**src/rtl/gpio_port_pkg.sv**
```systemverilog
// Package: shared address map and drive-mode encoding for the GPIO port.
// Assumes a 4-bit register address and 3-bit drive-mode codes.
package gpio_port_pkg;

    localparam int ADDR_W = 4;

    localparam logic [ADDR_W-1:0] A_OUT    = 4'd0;
    localparam logic [ADDR_W-1:0] A_IN     = 4'd1;
    localparam logic [ADDR_W-1:0] A_INV    = 4'd2;
    localparam logic [ADDR_W-1:0] A_SEL    = 4'd3;
    localparam logic [ADDR_W-1:0] A_MASK   = 4'd4;
    localparam logic [ADDR_W-1:0] A_STAT   = 4'd5;
    localparam logic [ADDR_W-1:0] A_PLANE0 = 4'd6;

    localparam int MODE_BITS = 3;

    typedef enum logic [MODE_BITS-1:0] {
        DM_PULL_UP   = 3'd0,
        DM_PULL_DOWN = 3'd1,
        DM_OD_HIGH   = 3'd2,
        DM_OD_LOW    = 3'd3,
        DM_STRONG    = 3'd4,
        DM_STRONG_SL = 3'd5,
        DM_HIGH_Z    = 3'd6,
        DM_SPARE     = 3'd7
    } drive_mode_e;

endpackage

```
**src/rtl/gpio_port_regs.sv**
```systemverilog
// Module: host-visible register file and registered read path of the port.
// Holds output, invert, PWM select, mask and drive-mode planes. Produces a
// read-clear strobe for the status register. Read-only and unmapped
// addresses ignore writes.
module gpio_port_regs
    import gpio_port_pkg::*;
#(
    parameter int W = 8
) (
    input  logic                       clk,
    input  logic                       rst_n,
    input  logic [ADDR_W-1:0]          addr,
    input  logic                       wr,
    input  logic                       rd,
    input  logic [W-1:0]               wdata,
    input  logic [W-1:0]               pin_sync,
    input  logic [W-1:0]               status,
    output logic [W-1:0]               rdata,
    output logic [W-1:0]               out_q,
    output logic [W-1:0]               sel_q,
    output logic [W-1:0]               mask_q,
    output logic [MODE_BITS-1:0][W-1:0] plane_q,
    output logic                       stat_rd
);

    logic [W-1:0] inv_q;
    logic [W-1:0] rd_mux;

    // Plain configuration registers, written on a matching address.
    always_ff @(posedge clk) begin
        if (!rst_n) begin
            out_q  <= '1;
            inv_q  <= '0;
            sel_q  <= '0;
            mask_q <= '1;
        end else if (wr) begin
            if (addr == A_OUT)  out_q  <= wdata;
            if (addr == A_INV)  inv_q  <= wdata;
            if (addr == A_SEL)  sel_q  <= wdata;
            if (addr == A_MASK) mask_q <= wdata;
        end
    end

    // One drive-mode bit-plane per mode bit, at consecutive addresses.
    for (genvar p = 0; p < MODE_BITS; p++) begin : g_plane
        localparam logic [ADDR_W-1:0] PA = A_PLANE0 + ADDR_W'(p);
        // Bit-plane p: bit p of every pin's drive mode.
        always_ff @(posedge clk) begin
            if (!rst_n)                plane_q[p] <= '0;
            else if (wr && addr == PA) plane_q[p] <= wdata;
        end
    end

    // Select the addressed register for a read.
    always_comb begin
        rd_mux = '0;
        if (addr == A_OUT)       rd_mux = out_q;
        else if (addr == A_IN)   rd_mux = pin_sync ^ inv_q;
        else if (addr == A_INV)  rd_mux = inv_q;
        else if (addr == A_SEL)  rd_mux = sel_q;
        else if (addr == A_MASK) rd_mux = mask_q;
        else if (addr == A_STAT) rd_mux = status;
        else begin
            for (int p = 0; p < MODE_BITS; p++)
                if (addr == A_PLANE0 + ADDR_W'(p)) rd_mux = plane_q[p];
        end
    end

    // Capture read data on a read strobe; hold it otherwise.
    always_ff @(posedge clk) begin
        if (!rst_n)  rdata <= '0;
        else if (rd) rdata <= rd_mux;
    end

    assign stat_rd = rd && (addr == A_STAT);


    rdata_hold_chk: assert property (@(posedge clk) disable iff (!rst_n)
        !rd |=> $stable(rdata));

endmodule

```
**src/rtl/gpio_port_irq.sv**
```systemverilog
// Module: input synchronizer, change detector, sticky status and interrupt.
// Assumes pins are idle high at reset (synchronizer resets to ones). A change
// on the same edge as a status read survives the clear.
module gpio_port_irq #(
    parameter int W = 8
) (
    input  logic         clk,
    input  logic         rst_n,
    input  logic [W-1:0] pin_in,
    input  logic         stat_rd,
    input  logic [W-1:0] mask_q,
    output logic [W-1:0] pin_sync,
    output logic [W-1:0] status,
    output logic         irq_n
);

    logic [W-1:0] meta_q;
    logic [W-1:0] prev_q;
    logic [W-1:0] chg;

    // Two-flop synchronizer plus a one-cycle history copy.
    always_ff @(posedge clk) begin
        if (!rst_n) begin
            meta_q   <= '1;
            pin_sync <= '1;
            prev_q   <= '1;
        end else begin
            meta_q   <= pin_in;
            pin_sync <= meta_q;
            prev_q   <= pin_sync;
        end
    end

    assign chg = pin_sync ^ prev_q;

    // Sticky status: clear on read, new events take priority.
    always_ff @(posedge clk) begin
        if (!rst_n) status <= '0;
        else        status <= (stat_rd ? '0 : status) | chg;
    end

    assign irq_n = ~|(status & ~mask_q);


    status_set_chk: assert property (@(posedge clk) disable iff (!rst_n)
        (chg != '0) |=> ((status & $past(chg)) == $past(chg)));


    status_sticky_chk: assert property (@(posedge clk) disable iff (!rst_n)
        !stat_rd |=> ((status & $past(status)) == $past(status)));


    status_clear_chk: assert property (@(posedge clk) disable iff (!rst_n)
        stat_rd |=> ((status & ~$past(chg)) == '0));

endmodule

```
**src/rtl/gpio_port_pad.sv**
```systemverilog
// Module: per-pin drive decode from mode code and data bit to pad controls.
// Purely combinational; data bit is PWM or output register per select bit.
module gpio_port_pad
    import gpio_port_pkg::*;
#(
    parameter int W = 8
) (
    input  logic                        clk,
    input  logic                        rst_n,
    input  logic [W-1:0]                out_q,
    input  logic [W-1:0]                sel_q,
    input  logic [W-1:0]                pwm_in,
    input  logic [MODE_BITS-1:0][W-1:0] plane_q,
    output logic [W-1:0]                pad_out,
    output logic [W-1:0]                pad_oe,
    output logic [W-1:0]                pad_pu,
    output logic [W-1:0]                pad_pd,
    output logic [W-1:0]                pad_slow
);

    for (genvar i = 0; i < W; i++) begin : g_pin
        drive_mode_e mode;
        logic        d, oe, pu, pd, slow;

        assign mode = drive_mode_e'({plane_q[2][i], plane_q[1][i], plane_q[0][i]});
        assign d    = sel_q[i] ? pwm_in[i] : out_q[i];

        // Decode this pin's mode into enable, pulls and slew.
        always_comb begin
            oe = 1'b0; pu = 1'b0; pd = 1'b0; slow = 1'b0;
            case (mode)
                DM_PULL_UP:   begin pu = 1'b1; oe = !d; end
                DM_PULL_DOWN: begin pd = 1'b1; oe = d;  end
                DM_OD_HIGH:   oe = d;
                DM_OD_LOW:    oe = !d;
                DM_STRONG:    oe = 1'b1;
                DM_STRONG_SL: begin oe = 1'b1; slow = 1'b1; end
                default:      oe = 1'b0;
            endcase
        end

        assign pad_out[i]  = oe & d;
        assign pad_oe[i]   = oe;
        assign pad_pu[i]   = pu;
        assign pad_pd[i]   = pd;
        assign pad_slow[i] = slow;
    end


    pull_excl_chk: assert property (@(posedge clk) disable iff (!rst_n)
        (pad_pu & pad_pd) == '0);


    slow_drive_chk: assert property (@(posedge clk) disable iff (!rst_n)
        (pad_slow & ~pad_oe) == '0);

endmodule

```
**src/rtl/gpio_port.sv**
```systemverilog
// Module: top of one GPIO port: register file, interrupt logic, pad decode.
// Assumes a single clock domain for the bus; pins are asynchronous.
module gpio_port
    import gpio_port_pkg::*;
#(
    parameter int WIDTH = 8
) (
    input  logic              clk,
    input  logic              rst_n,
    input  logic [3:0]        bus_addr,
    input  logic              bus_wr,
    input  logic              bus_rd,
    input  logic [WIDTH-1:0]  bus_wdata,
    output logic [WIDTH-1:0]  bus_rdata,
    input  logic [WIDTH-1:0]  pwm_in,
    input  logic [WIDTH-1:0]  pin_in,
    output logic [WIDTH-1:0]  pad_out,
    output logic [WIDTH-1:0]  pad_oe,
    output logic [WIDTH-1:0]  pad_pu,
    output logic [WIDTH-1:0]  pad_pd,
    output logic [WIDTH-1:0]  pad_slow,
    output logic              irq_n
);

    logic [WIDTH-1:0]                out_q, sel_q, mask_q, pin_sync, status;
    logic [MODE_BITS-1:0][WIDTH-1:0] plane_q;
    logic                            stat_rd;

    gpio_port_regs #(.W(WIDTH)) u_regs (
        .clk(clk), .rst_n(rst_n), .addr(bus_addr), .wr(bus_wr), .rd(bus_rd),
        .wdata(bus_wdata), .pin_sync(pin_sync), .status(status),
        .rdata(bus_rdata), .out_q(out_q), .sel_q(sel_q), .mask_q(mask_q),
        .plane_q(plane_q), .stat_rd(stat_rd)
    );

    gpio_port_irq #(.W(WIDTH)) u_irq (
        .clk(clk), .rst_n(rst_n), .pin_in(pin_in), .stat_rd(stat_rd),
        .mask_q(mask_q), .pin_sync(pin_sync), .status(status), .irq_n(irq_n)
    );

    gpio_port_pad #(.W(WIDTH)) u_pad (
        .clk(clk), .rst_n(rst_n), .out_q(out_q), .sel_q(sel_q), .pwm_in(pwm_in),
        .plane_q(plane_q), .pad_out(pad_out), .pad_oe(pad_oe), .pad_pu(pad_pu),
        .pad_pd(pad_pd), .pad_slow(pad_slow)
    );


    irq_quiet_chk: assert property (@(posedge clk) disable iff (!rst_n)
        (status == '0) |-> irq_n);

endmodule

```
**config.mk**
```make
export PLATFORM = sky130hd
export DESIGN_NAME = gpio_port
export DESIGN_NICKNAME = d
export VERILOG_FILES = /design/src/rtl/gpio_port_pkg.sv /design/src/rtl/gpio_port_regs.sv /design/src/rtl/gpio_port_irq.sv /design/src/rtl/gpio_port_pad.sv /design/src/rtl/gpio_port.sv
export SDC_FILE = /design/constraint.sdc
export NUM_CORES = 1
export LEC_CHECK = 0
export BUFFER_PORTS_ARGS = -buffer_cell sky130_fd_sc_hd__buf_2
export CORE_MARGIN = 5
export CORE_UTILIZATION = 44
export CTS_BUF_LIST = sky130_fd_sc_hd__clkbuf_2
export DETAILED_ROUTE_END_ITERATION = 8
export SLEW_MARGIN = 20
export SYNTH_ARGS = -nofsm -noshare
export SYNTH_HDL_FRONTEND = slang
export SYNTH_SLANG_ARGS = --single-unit
```
**constraint.sdc**
```tcl
create_clock -name clk -period 1.5 [get_ports clk]
set_input_delay 0.075 -clock clk [delete_from_list [all_inputs] [get_ports clk]]
set_output_delay 0.075 -clock clk [all_outputs]
set_load 0.05 [all_outputs]
```
# Yosys cells after proc, flatten, opt, wreduce, memory -nomap -nowiden
# Cells that the tools add are included.
[totals]
elab_cells = 174
output_inout_bits = 49
register_bits = 96
in_bits = 32
[classes]
muxes = 50
n_eq_ne = 48
bitwise_logic = 13
reduce_logical = 51
[ops]
columns = ["cell", "n"]
rows = [
  ["8-bit 2-to-1 mux", 10],
  ["3-bit by 2-bit == test with 1-bit output, second input constant", 16],
  ["3-bit == test, second input constant", 16],
  ["2-bit OR reduction", 24],
  ["1-bit 2-to-1 mux", 32],
  ["3-bit by 1-bit == test with 1-bit output, second input constant", 8],
  ["3-bit zero test", 8],
  ["1-bit case mux with 3 select lines", 8],
  ["4-bit by 3-bit == test with 1-bit output, second input constant", 4],
  ["8-bit XOR", 2],
  ["1-bit zero test", 9],
  ["1-bit bitwise AND", 8],
  ["8-bit bitwise AND", 1],
  ["4-bit by 2-bit == test with 1-bit output, second input constant", 2],
  ["8-bit inverter", 1],
  ["8-bit OR", 1],
  ["2-bit AND reduction", 4],
  ["8-bit OR reduction", 1],
  ["4-bit by 1-bit == test with 1-bit output, second input constant", 1],
  ["4-bit == test, second input constant", 1],
  ["1-bit logical AND", 4],
  ["4-bit zero test", 1],
]

# Logic depth before layout (Yosys ltp)
# Gate-level depths: netlist of run 1.
[logic_depth]
ltp_word = 10
ltp_mapped = 8
mapped_depth_nobuf = 5

# Cells and area by module
# A second synthesis of run 1 with hierarchy kept.
[unflattened]
cells_unflattened = 598
hier_area_um2 = 5252.5
[by_module_without_submodules]
columns = ["module", "cells_per_inst", "seq_area_each_um2", "area_per_inst_um2", "n_inst"]
rows = [
  ["gpio_port_regs", 388, 1281.2, 3410.8, 1],
  ["gpio_port_irq", 96, 640.6, 1033.5, 1],
  ["gpio_port_pad", 114, 0.0, 808.3, 1],
]

# Worst setup path before layout of run 1
# OpenSTA, ideal clock, no wires.
[synth_path]
kind = "flip-flop to output port"
start = "reg u_regs.mask_q[5]"
end = "out irq_n"
stages_incl_launch_ff = 3
setup_slack_ps = -564
path_buffers = 0
required_ps = 1425
arrival_ps = 1989
path_cell_list = "dfxtp_1 > o22ai_1 > nor4_1"
[synth_via]
elab_chain_cells = 4
[synth_lines]
columns = ["item", "line", "source"]
rows = [
  ["start, declared", "gpio_port_regs.sv:21", "output logic [W-1:0] mask_q,"],
  ["start signal, assigned", "gpio_port_regs.sv:40", "if (addr == A_MASK) mask_q <= wdata;"],
  ["8-bit inverter", "gpio_port_irq.sv:42", "assign irq_n = ~|(status & ~mask_q);"],
  ["8-bit bitwise AND", "gpio_port_irq.sv:42", ""],
  ["8-bit OR reduction", "gpio_port_irq.sv:42", ""],
  ["1-bit zero test", "gpio_port_irq.sv:42", ""],
  ["end, declared", "gpio_port.sv:22", "output logic irq_n"],
]
# No other way between the ends.

# Worst setup path in the final report of run 1
[layout_path]
start = "reg u_regs.sel_q[6]"
end = "out pad_out[6]"
[layout_via]
elab_chain_cells = 4
[layout_lines]
columns = ["item", "line", "source"]
rows = [
  ["start, declared", "gpio_port_regs.sv:20", "output logic [W-1:0] sel_q,"],
  ["start signal, assigned", "gpio_port_regs.sv:39", "if (addr == A_SEL) sel_q <= wdata;"],
  ["1-bit 2-to-1 mux *", "gpio_port_pad.sv:26", "assign d = sel_q[i] ? pwm_in[i] : out_q[i];"],
  ["1-bit zero test", "gpio_port_pad.sv:32, gpio_port_pad.sv:35", ""],
  ["1-bit case mux with 3 select lines", "gpio_port_pad.sv:31", "case (mode)"],
  ["1-bit bitwise AND *", "gpio_port_pad.sv:42", "assign pad_out[i] = oe & d;"],
  ["end, declared", "gpio_port.sv:17", "output logic [WIDTH-1:0] pad_out,"],
]
# Every way passes the cells marked *; elsewhere a longest branch is shown, timed or not.

==> results.tsv, run 1 <==
metric	value	unit
RSZ-0062 raised after global routing	true	
Setup Skew	17.9	ps
Period Utilization, post-route	140	%
Reg power frac	53.1	%
Yosys reg bits	96	
Num CTS Buffers	9	
Pleak	0.00293	uW
placed inst area	5830	um2
row count	39	
Crit. End Element	output pin	
Layout Nets	739	
drt initial violations	303	
Slew Viols, Final	0	
vias post-DR	4465	
initial core utilization	45.0	%
initial antenna violation count	1	
Post-Synthesis Cells	581	
Slew HR	51.2	%
vias in the first global route	4359	
Arrival @ worst endpoint	2020	ps
most common cell in the netlist	dfxtp_1	
Fin Hold WS	42.5	ps
Seq/Total Area, Yosys	37.4	%
H-tree depth	3	
slowest CP cell	dfxtp_2	
GP Congestion	0.920	
worst reg2reg setup slack	160	ps
layout cell share with drive strength beyond 1	40.3	%
PnR worst setup slack	-594	ps
Largest register FFs	24	
Worst Hold Class	in -> reg	
Yosys warning count	0	
fmax	478	MHz
crit path cell chain	mux2i_2, xor2_1, nor2_1, xnor2_1, nor2b_4, buf_6	
VDD IR-drop max	0.560	mV
iteration count of the initial detailed-routing pass	4	
# setup viols final	30	
DR DRC count	0	
Max-Cap Viols	0	
area of the multi-input gates	3060	um2
TritonCTS clock tree	yes	
area leader, netlist	dfxtp_1	
remaining antenna violation count after routing	0	
status	finished with violations	
GRT overflow	0	
Int Power	3570	uW
failing checks	negative setup slack	
area added between synthesis and finish	33.9	%
WL/cell	16.5	um
critical path startpoint category	flop	
cell area after synthesis	5130	um2
Mapped Nets	613	
Synth Area per Inst	8.84	um2
Tightest Pin Transition	730	ps
Most flops, register	u_regs.plane_q	
Max clock buf depth	2	
Root Buffer	clkbuf_2	
ys async rst share	0	%
Clk pwr share	27.9	%
largest net degree at the start of global routing	49	
total chip power	5070	uW
commonest cells in the netlist	dfxtp_1 (96), nand2_1 (59), nor2b_1 (57)	
Die Wd	118	um
Synth top area share	37.4	%
Worst-path clk slew	260	ps
GRT Overall Usage	20.1	%
Setup CP Type	reg -> out	
post-synthesis cell type count	44	
die height	118	um
DP HPWL	10.1	mm
part of the power in combinational logic	19.0	%
post-route setup TNS	-8230	ps
fin crit period	2090	ps
final core utilization	60.2	%
PortBufs	80	
Synth Flop Type	dfxtp_1	
die area	13900	um2
P_sw	1500	uW
first-pass GRT wire length	22.8	mm
CP required	1420	ps
clock sink total	96	
top cells by area, synth	dfxtp_1 (37%), mux2i_1 (9.4%), nor2b_1 (6.9%), buf_4 (5.1%), nand2_1 (4.3%)	
Max stage delay on crit path	400	ps
Final Hold Vio Count	0	
Sw Ratio	29.5	%
EDFF count, synth	0	
clk_lat worst skew	570	ps
boundary pin count	81	
wirelength, routed	14.2	mm
DR vias/cell	5.22	
FF/Latch Area	2000	um2
Core ar.	11400	um2
Fillers	989	
pwr/cell area	738	nW/um2
post-route cell area	6870	um2
crit path max fanout	2	
-- cell usage in the layout (no fill, tap or decap), drive strengths merged, types with 2 or more instances in the layout --
| cell | n |
|---|---|
| o21ai | 24 |
| o22ai | 20 |
| nand2 | 60 |
| a211oi | 16 |
| nor3 | 10 |
| nor2b | 57 |
| and3b | 9 |
| a21boi | 8 |
| nand3 | 18 |
| inv | 8 |
| nor2 | 21 |
| a21oi | 24 |
| buf | 162 |
| clkinv | 5 |
| mux2i | 48 |
| dlygate4sd3 | 18 |
| nand3b | 10 |
| nand4 | 2 |
| nand2b | 26 |
| xor2 | 17 |
| nor3b | 8 |
| bufinv | 2 |
| dfxtp | 96 |
| clkbuf | 9 |
| xnor2 | 16 |
| a32oi | 8 |
-- kinds of logic after synthesis --
family                    share of synthesized area (%)
buffers and inverters                              8.60
xor gates and xnor gates                           5.63
AOI/OAI and AO/OA                                  13.0
muxes                                              9.36
and+or+nand+nor                                    26.0
DFF                                                37.4
-- layer usage --
metal  vias to the layer above  global-route usage [%]  wire length (um)
li1                       2223                       -                 -
met3                        23                    3.65               664
met2                       120                    32.7              6720
met1                      2099                    26.4              6530
met4                         0                    7.46               253
met5                         -                       0                 0
-- power groups by stage --
stage / registers [uW] / logic [uW] / clock network [uW]
final: 2690 / 966 / 1410
after global routing: 2710 / 1040 / 1570
after CTS: 2700 / 940 / 1440
after detailed placement: 2750 / 828 / 0
after global placement: 2750 / 817 / 0
after floorplan: 2780 / 572 / 0
-- path summary, 6_finish.rpt --
| check | from | end | depth (start not counted) |
|---|---|---|---|
| min | bus_rd | u_regs.rdata[3]$_SDFFE_PN0P_ | 4 |
| max | u_regs.sel_q[6]$_SDFFE_PN0P_ | pad_out[6] | 6 |
| max reg2reg | u_regs.plane_q[3]$_SDFFE_PN0P_ | u_regs.rdata[3]$_SDFFE_PN0P_ | 7 |
| min reg2reg | u_irq.meta_q[2]$_SDFF_PN1_ | u_irq.pin_sync[2]$_SDFF_PN1_ | 1 |
-- metrics by stage --
| stage | setup slack [ps] | cells |
|---|---|---|
| after floorplan | 0.473 | 581 |
| after global placement | 48.9 | 793 |
| after detailed placement | -46.0 | 793 |
| after CTS | -574 | 845 |
| after global routing | -719 | 856 |
| final | -594 | 856 |
-- area by class of cell --
cell class	count	area share, %
Clock buffer	9	0.655
Sequential cell	96	29.1
Inverter	9	0.492
Timing Repair Buffer	180	21.3
Multi-Input combinational cell	411	44.5
Antenna cell	1	0.0364
Clock inverter	7	1.26
Tap cell	143	2.60
-- timing repair --
item / in CTS / in global routing
buffers inserted: 18 / 16
pin swaps: 9 / 5
endpoints found under the hold margin: 64 / 0
hold buffers: 18 / 0
gates resized for setup: 146 / 34
endpoints found under the setup margin: 41 / 41
-- critical path, delay by kind of cell (launching register included) --
family        cells  cell delay (ps)
simple gates      2              250
buf+inv           1              160
flops             1              400
xor+xnor          2              370
mux               1              270
(Power assumes the default switching activity.)
==> run 2, diff against run 1 <==
clock period = 2.25 ns   (was 1.5 ns; I/O delays follow)
==> run 2 against run 1 <==
Against the previous run:
- total power is 40% lower
- the run now ends clean
- combinational power decreased by 42%
- clock power shrank 51%
- sequential share of layout area is 3.7 points higher
- critical endpoint is now pad_out[2]
- utilization fell by 8.0 points
- clock-buffer cell count grew 1
- largest cell class unchanged
- clock skew decreased by 0.72 ps
- largest power group unchanged
- non-clock buffer count is 57 lower
==> results.tsv, run 2 (synthesis gave the netlist of run 1 again) <==
metric	value	unit	change
status	finished clean		
Slew HR	49.8	%	-1.5 points
die height	118	um	unchanged
wirelength, routed	13.7	mm	-3.5%
remaining antenna violation count after routing	0		unchanged
FF-to-FF Start	u_regs.plane_q[5]$_SDFFE_PN0P_		
Final Hold Vio Count	0		unchanged
Largest register FFs	24		unchanged
Tightest Pin Transition	750	ps	+19.5 ps
Core ar.	11400	um2	unchanged
Setup Skew	17.2	ps	-0.719 ps
slowest CP cell	dfxtp_4		
Period Utilization, post-route	95.7	%	
Num CTS Buffers	9		unchanged
worst reg2reg setup slack	900	ps	+740 ps
Hold Crit Depth	4		unchanged
met2 WL post-DR	6.24	mm	-7.1%
RSZ-0062 raised after global routing	true		
Die Wd	118	um	unchanged
Slew Viols, Final	0		unchanged
clk_lat worst skew	570	ps	about the same
GP Congestion	0.895		-2.7%
final core utilization	52.1	%	-8.0 points
Worst-path clk slew	240	ps	-20 ps
Layout Nets	682		-7.7%
post-route setup TNS	0	ps	+8230 ps
Arrival @ worst endpoint	2040	ps	+20 ps
Max clock buf depth	2		unchanged
area added between synthesis and finish	16.0	%	
Worst Reg-to-Reg Cells	3		-4
Pleak	0.00248	uW	-15%
Max-Cap Viols	0		unchanged
Hold Crit Start	bus_addr[0]		
vias in the first global route	4074		-6.5%
initial core utilization	45.0	%	unchanged
fmax	464	MHz	
pre-CTS setup slack	535	ps	+581 ps
fin crit period	2150	ps	
DR top layer	met4		
WL/cell	17.1	um	+3.6%
largest net degree at the start of global routing	74		+51%
commonest cells after routing, fill and taps aside	dfxtp_1 (87), buf_2 (72), nand2_1 (59), nor2b_1 (51), mux2i_1 (40)		
H-tree depth	3		unchanged
iteration count of the initial detailed-routing pass	5		+1
initial antenna violation count	0		-1
RR Endpoint	u_regs.plane_q[5]$_SDFFE_PN0P_		
Most flops, register	u_regs.plane_q		
Metal-1 WL	6.34	mm	-2.9%
# diodes	0		-1
boundary pin count	81		unchanged
CP required	2140	ps	+720 ps
TritonCTS clock tree	yes		
commonest non-fill, non-tap cell in the layout	dfxtp_1		
WL met3	778	um	+17%
Root Buffer	clkbuf_2		
clock sink total	96		unchanged
DR DRC count	0		unchanged
Hold Path Sink	u_regs.rdata[2]$_SDFFE_PN0P_		
PnR worst setup slack	96.1	ps	+690 ps
DR vias/cell	5.31		+1.8%
row count	39		unchanged
layout cell share with drive strength beyond 1	24.8	%	-16 points
crit path max fanout	3		+1
critical path startpoint category	flop		
VDD IR-drop max	0.333	mV	-41%
GRT Overall Usage	19.6	%	-0.51 points
Worst Hold Class	in -> reg		
drt initial violations	263		-13%
first-pass GRT wire length	21.9	mm	-3.8%
Setup CP Type	reg -> out		
DP HPWL	9.82	mm	-3.0%
die area	13900	um2	unchanged
vias post-DR	4234		-5.2%
Crit. End Element	output pin		
pwr/cell area	513	nW/um2	-31%
Max stage delay on crit path	430	ps	+30 ps
# setup viols final	0		-100%
total chip power	3050	uW	-40%
Fin Hold WS	90.1	ps	+47.6 ps
PortBufs	80		unchanged
crit path cell chain	mux2i_4, xor2_1, nor2_1, xnor2_1, nor2b_2, buf_6		
GRT overflow	0		unchanged
==> run 2: worst max-delay path by stage <==
stage / start / end
3_5_place_dp: u_regs.sel_q[4]$_SDFFE_PN0P_ / pad_out[4]
2_1_floorplan: u_regs.mask_q[5]$_SDFFE_PN1P_ / irq_n
3_3_place_gp: u_regs.sel_q[4]$_SDFFE_PN0P_ / pad_out[4]
5_1_grt: u_regs.sel_q[2]$_SDFFE_PN0P_ / pad_out[2]
4_1_cts: u_regs.sel_q[0]$_SDFFE_PN0P_ / pad_out[0]
6_report: u_regs.sel_q[2]$_SDFFE_PN0P_ / pad_out[2]
==> run 2: cell type report <==
| cell class | instances | area (um2) |
|---|---|---|
| clock buffers | 10 | 50.0 |
| multi-input cells | 411 | 2890 |
| flip-flops and latches | 96 | 1950 |
| well taps | 143 | 179 |
| inverters | 9 | 33.8 |
| fillers | 1118 | 5460 |
| repair buffers | 123 | 822 |
| clock inverters | 5 | 25.0 |
==> run 2: where the power goes <==
group          internal, uW  leakage (uW)  switching (uW)  total [uW]
clock network           133     0.0000526             558         691
logic                   212       0.00164             349         561
registers              1750      0.000788            50.9        1800
total                  2090       0.00248             958        3050
==> run 2: metal layers <==
layer | up-vias | track usage, %
met4 | 0 | 8.03
li1 | 2102 | -
met2 | 126 | 31.0
met3 | 19 | 4.23
met1 | 1987 | 25.8
met5 | - | 0
==> run 2: timing repair <==
action,4_1_cts,5_1_grt
pin swaps,0,2
hold endpoints to repair,65,0
hold buffers,21,0
resized for setup,22,33
setup endpoints to repair,14,16
buffers inserted,0,11
==> run 2: critical path, delay by kind of cell (launching register included) <==
family | cells | cell delay (ps)
xor+xnor | 2 | 380
buf+inv | 1 | 160
flops | 1 | 430
mux | 1 | 250
simple gates | 2 | 260
==> run 2: per-stage QoR <==
stage	instances	instance area, um2
after floorplan	581	5130
after global placement	750	5390
after detailed placement	750	5390
after CTS	786	5730
after global routing	797	5950
final	797	5950
